==> src/rtl/atomic_lock_arb_pkg.sv <==
package atomic_lock_arb_pkg;

  // Per-CPU classification of the pending requests
  typedef struct packed {
    logic wr_na;   // plain write
    logic rd_na;   // plain read
    logic wr_at;   // atomic write
    logic rd_at;   // atomic read
  } cpu_req_t;

  function automatic cpu_req_t classify(input logic wr, input logic rd,
                                        input logic awr, input logic ard,
                                        input logic hlt);
    cpu_req_t r;
    r.wr_na = wr & ~awr & ~hlt;
    r.rd_na = rd & ~ard & ~hlt;
    r.wr_at = wr &  awr & ~hlt;
    r.rd_at = rd &  ard & ~hlt;
    return r;
  endfunction

endpackage

==> src/rtl/arb_ring_pick.sv <==
module arb_ring_pick #(
  parameter int N  = 3,
  parameter int IW = 2
) (
  input  logic [N-1:0]  req,
  input  logic [IW-1:0] start,
  output logic          found,
  output logic [IW-1:0] idx,
  output logic [N-1:0]  onehot
);

  always_comb begin
    found = 1'b0;
    idx   = '0;
    for (int off = 0; off < N; off++) begin
      int c;
      c = int'(start) + off;
      if (c >= N) c = c - N;
      if (!found && req[c]) begin
        found = 1'b1;
        idx   = IW'(c);
      end
    end
    onehot = found ? ({{(N-1){1'b0}}, 1'b1} << idx) : '0;
  end

endmodule

==> src/rtl/arb_lock_ctrl.sv <==
module arb_lock_ctrl #(
  parameter int IW       = 2,
  parameter int MAX_PKTS = 256
) (
  input  logic          clk,
  input  logic          rst_n,
  input  logic          take,
  input  logic [IW-1:0] take_idx,
  input  logic          inc,
  input  logic          release_now,
  output logic          lock_q,
  output logic [IW-1:0] owner_q,
  output logic          overflow
);

  localparam int CW = $clog2(MAX_PKTS + 2);
  localparam logic [CW-1:0] CNT_SAT = CW'(MAX_PKTS + 1);

  logic [CW-1:0] cnt_q;

  always_ff @(posedge clk) begin
    if (!rst_n) begin
      lock_q  <= 1'b0;
      owner_q <= '0;
      cnt_q   <= '0;
    end else if (take) begin
      lock_q  <= 1'b1;
      owner_q <= take_idx;
      cnt_q   <= CW'(1);
    end else if (release_now) begin
      lock_q  <= 1'b0;
      cnt_q   <= '0;
    end else if (inc && cnt_q != CNT_SAT) begin
      cnt_q   <= cnt_q + CW'(1);
    end
  end

  assign overflow = (cnt_q > CW'(MAX_PKTS));

endmodule

==> src/rtl/atomic_lock_arb.sv <==
module atomic_lock_arb
  import atomic_lock_arb_pkg::*;
#(
  parameter int N_CPU    = 3,
  parameter int MAX_PKTS = 256,
  localparam int IW      = (N_CPU > 1) ? $clog2(N_CPU) : 1
) (
  input  logic             clk,
  input  logic             rst_n,
  input  logic [N_CPU-1:0] wr_req,
  input  logic [N_CPU-1:0] rd_req,
  input  logic [N_CPU-1:0] atom_wr,
  input  logic [N_CPU-1:0] atom_rd,
  input  logic [N_CPU-1:0] halt,
  output logic [N_CPU-1:0] gnt_wr,
  output logic [N_CPU-1:0] gnt_rd,
  output logic             lock_active,
  output logic [IW-1:0]    lock_owner,
  output logic             seq_overflow
);

  cpu_req_t [N_CPU-1:0] cls;
  logic [N_CPU-1:0] na_any, at_any, cand, sel_wr, own_oh;
  logic [N_CPU-1:0] win_oh;
  logic [IW-1:0]    win_idx, rr_q;
  logic             win_found;
  logic             lock_q, locked_eff, release_now, gap_mode;
  logic [IW-1:0]    owner_q;
  logic             atom_grant, take, inc, any_grant;

  // Per-CPU request classification
  for (genvar i = 0; i < N_CPU; i++) begin : g_cls
    assign cls[i]    = classify(wr_req[i], rd_req[i], atom_wr[i], atom_rd[i], halt[i]);
    assign na_any[i] = cls[i].wr_na | cls[i].rd_na;
    assign at_any[i] = cls[i].wr_at | cls[i].rd_at;
    assign cand[i]   = gap_mode ? na_any[i] : (na_any[i] | at_any[i]);
    assign sel_wr[i] = gap_mode ? cls[i].wr_na : (cls[i].wr_na | cls[i].wr_at);
    assign own_oh[i] = (owner_q == IW'(i));
  end

  // Lock is only in force while an owner qualifier is up and it is not halted
  assign locked_eff  = lock_q & (atom_wr[owner_q] | atom_rd[owner_q]) & ~halt[owner_q];
  assign release_now = lock_q & ~locked_eff;
  assign gap_mode    = release_now & (|na_any);

  arb_ring_pick #(.N(N_CPU), .IW(IW)) pick_i (
    .req    (cand),
    .start  (rr_q),
    .found  (win_found),
    .idx    (win_idx),
    .onehot (win_oh)
  );

  always_comb begin
    if (locked_eff) begin
      // Owner only; write before read
      gnt_wr = own_oh & wr_req;
      gnt_rd = (|(own_oh & wr_req)) ? '0 : (own_oh & rd_req);
    end else begin
      gnt_wr = win_oh & sel_wr;
      gnt_rd = win_oh & ~sel_wr;
    end
  end

  assign atom_grant = |((gnt_wr & atom_wr) | (gnt_rd & atom_rd));
  assign any_grant  = |(gnt_wr | gnt_rd);
  assign take       = ~locked_eff & atom_grant;
  assign inc        = locked_eff & atom_grant;

  // Round-robin pointer moves past each unlocked winner
  always_ff @(posedge clk) begin
    if (!rst_n) begin
      rr_q <= '0;
    end else if (!locked_eff && any_grant && win_found) begin
      rr_q <= (win_idx == IW'(N_CPU - 1)) ? '0 : win_idx + IW'(1);
    end
  end

  arb_lock_ctrl #(.IW(IW), .MAX_PKTS(MAX_PKTS)) lock_i (
    .clk         (clk),
    .rst_n       (rst_n),
    .take        (take),
    .take_idx    (win_idx),
    .inc         (inc),
    .release_now (release_now),
    .lock_q      (lock_q),
    .owner_q     (owner_q),
    .overflow    (seq_overflow)
  );

  assign lock_active = lock_q;
  assign lock_owner  = owner_q;

endmodule

==> config.mk <==
export PLATFORM = sky130hd
export DESIGN_NAME = atomic_lock_arb
export DESIGN_NICKNAME = d
export VERILOG_FILES = /design/src/rtl/atomic_lock_arb_pkg.sv /design/src/rtl/arb_ring_pick.sv /design/src/rtl/arb_lock_ctrl.sv /design/src/rtl/atomic_lock_arb.sv
export SDC_FILE = /design/constraint.sdc
export NUM_CORES = 1
export LEC_CHECK = 0
export BUFFER_PORTS_ARGS = -buffer_cell sky130_fd_sc_hd__buf_2
export CAP_MARGIN = 20
export CORE_ASPECT_RATIO = 1.25
export CORE_MARGIN = 8
export CORE_UTILIZATION = 55
export DETAILED_ROUTE_END_ITERATION = 16
export PLACE_DENSITY_LB_ADDON = 0.2
export SLEW_MARGIN = 5
export SYNTH_ARGS = -nofsm -noshare
export SYNTH_HDL_FRONTEND = slang
export SYNTH_HIERARCHICAL = 1
export SYNTH_SLANG_ARGS = --single-unit
==> constraint.sdc <==
create_clock -name clk -period 4.8 [get_ports clk]
set_input_delay 0.24 -clock clk [delete_from_list [all_inputs] [get_ports clk]]
set_output_delay 0.24 -clock clk [all_outputs]
set_load 0.02 [all_outputs]
==> out/results.txt <==
status - finished, final reports clean
num rows - 22
worst vdd ir - 279.8 uV
clock network fraction of design power - 9.2%
Longest Clk Path Bufs - 2
Area Growth Syn to Fin - 10.49%
CP max stage cell - dfxtp_1
clk_lat worst skew - 280 ps
DRT iter0 DRCs - 110
register area share after synthesis - 17.27%
CP Max Fanout - 12
number of synthesized flops with an enable pin - 0
final worst slack - 413.7 ps
ANT nets after route - 0
DR pass1 iterations - 4
routed len/inst - 16.06 microns
diodes inserted - 0
Buffers & Inverters on Critical Path - 0
leakage - 0.6996 nW
GRT Util Overall - 17.01%
Pwr Total - 0.0009308 W
Setup TNS - 0 ps
vias - 1684
Req. time, crit path - 5010 ps
post-synth cell types - 62
Resize count post-CTS - 0
CP delay by family, top - compound AO/OA/AOI/OAI gates
CTS root buf - clkbuf_4
first-pass GRT wire length - 7.196 mm
grt ovf - 0
critical path capture point type - flip-flop
Final Setup Violations - 0
worst hold slack - 275.4 ps
Max-Cap Viols - 0
largest net degree at the start of global routing - 13
Die Y - 76.73 microns
Post-CTS Hold Fix Bufs - 0
FF+latch count, synth - 14
worst slew pin tran - 586.9 ps
Net Sw Power - 0.0004785 W
Die ar. - 0.004956 sq mm
Post-Syn Area - 0.001623 sq mm
Syn Inst Count - 209
vias in the first global route - 1695
Internal - 0.0004523 W
Largest stage delay, worst path - 580 ps
core area - 0.002890 sq mm
RePlAce Congestion - 0.9802
Synthesized Nets - 233
Peak Freq - 0.2280 GHz
initial core utilization - 56.15%
post-DP HPWL - 3.420 mm
clock sinks - 14
placed insts - 266
logic gate share of total power - 71.3%
skew final - 0.6505 ps
switching share of total power - 51.41%
Post-synth ARST share - 0%
die width - 64.59 microns
Seq pwr share - 19.4%
pre-CTS worst setup slack - 519.3 ps
share of cells above drive strength 1 - 20.51%
startpoint types - flip-flop
Cell Pwr Density - 519.1 mW/mm^2
largest area contributor in the netlist - dfxtp_1
Reg2Reg Setup Slack - 410 ps
Final Max Slew Viols - 0
Max-slew headroom - 60.55%
IO Port Bufs - 26
initial antenna violation count - 0
Top Ports - 27
dominant cells by area after synthesis - dfxtp_1 (17%), mux2i_1 (5.6%), nand2_1 (5.6%)
Worst-path clk slew - 90 ps
Layout Cells excl Fill - 270
fin nets - 259
unrepaired setup endpoints after global routing - no
total routed wirelength - 4.336 mm
yosys warns - 6
Final Hold Fails - 0
CTS Buf Count - 3
Residual DRC - 0
crit path time final - 4386 ps
Mean Syn Cell Area - 7.765 sq um
Most used DFF post-synth - dfxtp_1
crit share post-route - 91.38%
critical path start-end classification - flip-flop to flip-flop
crit path DAT - 4600 ps
area share of the largest cell type after synthesis - 17.27%
CTS tree - built
Post-CTS Setup Inserts - 0
HP Class - input port to flip-flop
worst-path cell chain - nor2_2 -> a32oi_2 -> a32o_2 -> o21ai_1 -> a31oi_1 -> mux2i_1 -> mux2_2 -> o211ai_1 -> and2_1 -> nand2_1 -> o22a_1 -> o211ai_1 -> mux2i_1 -> a21oi_1 -> nand4_1 -> or3_1 -> a21oi_1
detailed-route vias per instance - 6.237
CTS HTree Levels - 1
==> stage by stage <==
stage / cell area (sq um) / utilization (%)
floorplan: 1623 / -
global placement: 1757 / 60.78
detailed placement: 1757 / 60.78
CTS: 1793 / 62.03
global route: 1793 / 62.03
finish: 1793 / 62.03
==> sequential cells by signal (all words and copies together) (netlist names) <==
register	flops
lock_i/lock_q	1
lock_i/owner_q	2
lock_i/cnt_q	9
rr_q	2
==> final timing paths <==
path	startpoint	endpoint	cells past startpoint
setup / recovery	lock_i/owner_q[1]	lock_i/cnt_q[5]	17
hold / removal	rst_n	lock_i/lock_q	2
setup reg to reg	lock_i/owner_q[1]	lock_i/cnt_q[5]	17
hold reg to reg	lock_i/cnt_q[8]	lock_i/cnt_q[8]	2
==> worst reg2reg max path, stage by stage (launching register included) <==
cell and delay, ps:
dfxtp_1 580, nor2_2 110, a32oi_2 260, a32o_2 240, o21ai_1 90, a31oi_1 470, mux2i_1 160, mux2_2 320
o211ai_1 130, and2_1 280, nand2_1 80, o22a_1 200, o211ai_1 100, mux2i_1 120, a21oi_1 390, nand4_1 280
or3_1 360, a21oi_1 140
==> synth_stat cells (7+ instances only) <==
cell / instances
nor2b_1: 9
mux2i_1: 9
dfxtp_1: 14
nand2b_1: 9
a21oi_1: 9
nand3_1: 10
ha_1: 7
nor2_1: 10
inv_1: 9
nand2_1: 24
==> metal layers <==
metal / wire length [microns] / track usage [%] / vias up / part of all wire, %
li1: - / - / 840 / -
met1: 1720 / 17.71 / 768 / 40
met2: 2123 / 29.31 / 57 / 49
met3: 307 / 3.779 / 19 / 7.1
met4: 185 / 11.38 / 0 / 4.3
met5: 0 / 0 / - / 0
==> cells in the final DEF (no fill, tap or decap), types with 3 or more instances in the layout <==
| cell | netlist | layout |
|---|---|---|
| a32oi_1 | 3 | 3 |
| nand4_1 | 5 | 5 |
| nor2b_1 | 9 | 9 |
| nand2b_1 | 9 | 9 |
| clkbuf_4 | 0 | 3 |
| ha_1 | 7 | 7 |
| or3_1 | 4 | 4 |
| a21o_1 | 3 | 3 |
| a21oi_1 | 9 | 9 |
| o21ai_0 | 5 | 5 |
| buf_2 | 3 | 26 |
| nand3_1 | 10 | 10 |
| and2_1 | 5 | 5 |
| a21boi_1 | 3 | 3 |
| nand3b_1 | 4 | 4 |
| o21ai_1 | 3 | 3 |
| o21a_1 | 3 | 3 |
| dfxtp_1 | 14 | 14 |
| mux2i_1 | 9 | 9 |
| o211ai_1 | 3 | 3 |
| nor2_1 | 10 | 10 |
| inv_1 | 9 | 9 |
| nand2_1 | 24 | 24 |
| a31oi_1 | 5 | 5 |
==> area by class of cell <==
| class | instances | area, sq um |
|---|---|---|
| well taps | 36 | 45.04 |
| flip-flops and latches | 14 | 280.3 |
| inverters | 10 | 37.54 |
| multi-input cells | 179 | 1256 |
| clock buffers | 4 | 36.28 |
| fillers | 279 | 1097 |
| repair buffers | 27 | 137.6 |
==> power groups by stage <==
stage | clock (W) | combinational, W | sequential [W]
3_5_place_dp | 0 | 0.000656 | 0.000183
2_1_floorplan | 0 | 0.000538 | 0.000180
6_report | 0.0000858 | 0.000664 | 0.000181
5_1_grt | 0.0000921 | 0.000727 | 0.000186
3_3_place_gp | 0 | 0.000653 | 0.000182
4_1_cts | 0.0000869 | 0.000660 | 0.000181
==> cell families (layout without fill, tap and decap cells) <==
| kind of cell | after synthesis | after routing | share of synthesized area, % |
|---|---|---|---|
| adders and majority gates | 7 | 7 | 5.397 |
| and+or+nand+nor | 95 | 95 | 34.31 |
| muxes | 10 | 10 | 6.245 |
| DFF | 14 | 14 | 17.27 |
| xor gates and xnor gates | 2 | 2 | 1.080 |
| AOI/OAI and AO/OA | 65 | 65 | 30.38 |
| buffers and inverters | 16 | 41 | 5.319 |
No activity file was read; power rests on OpenSTA's default activity.
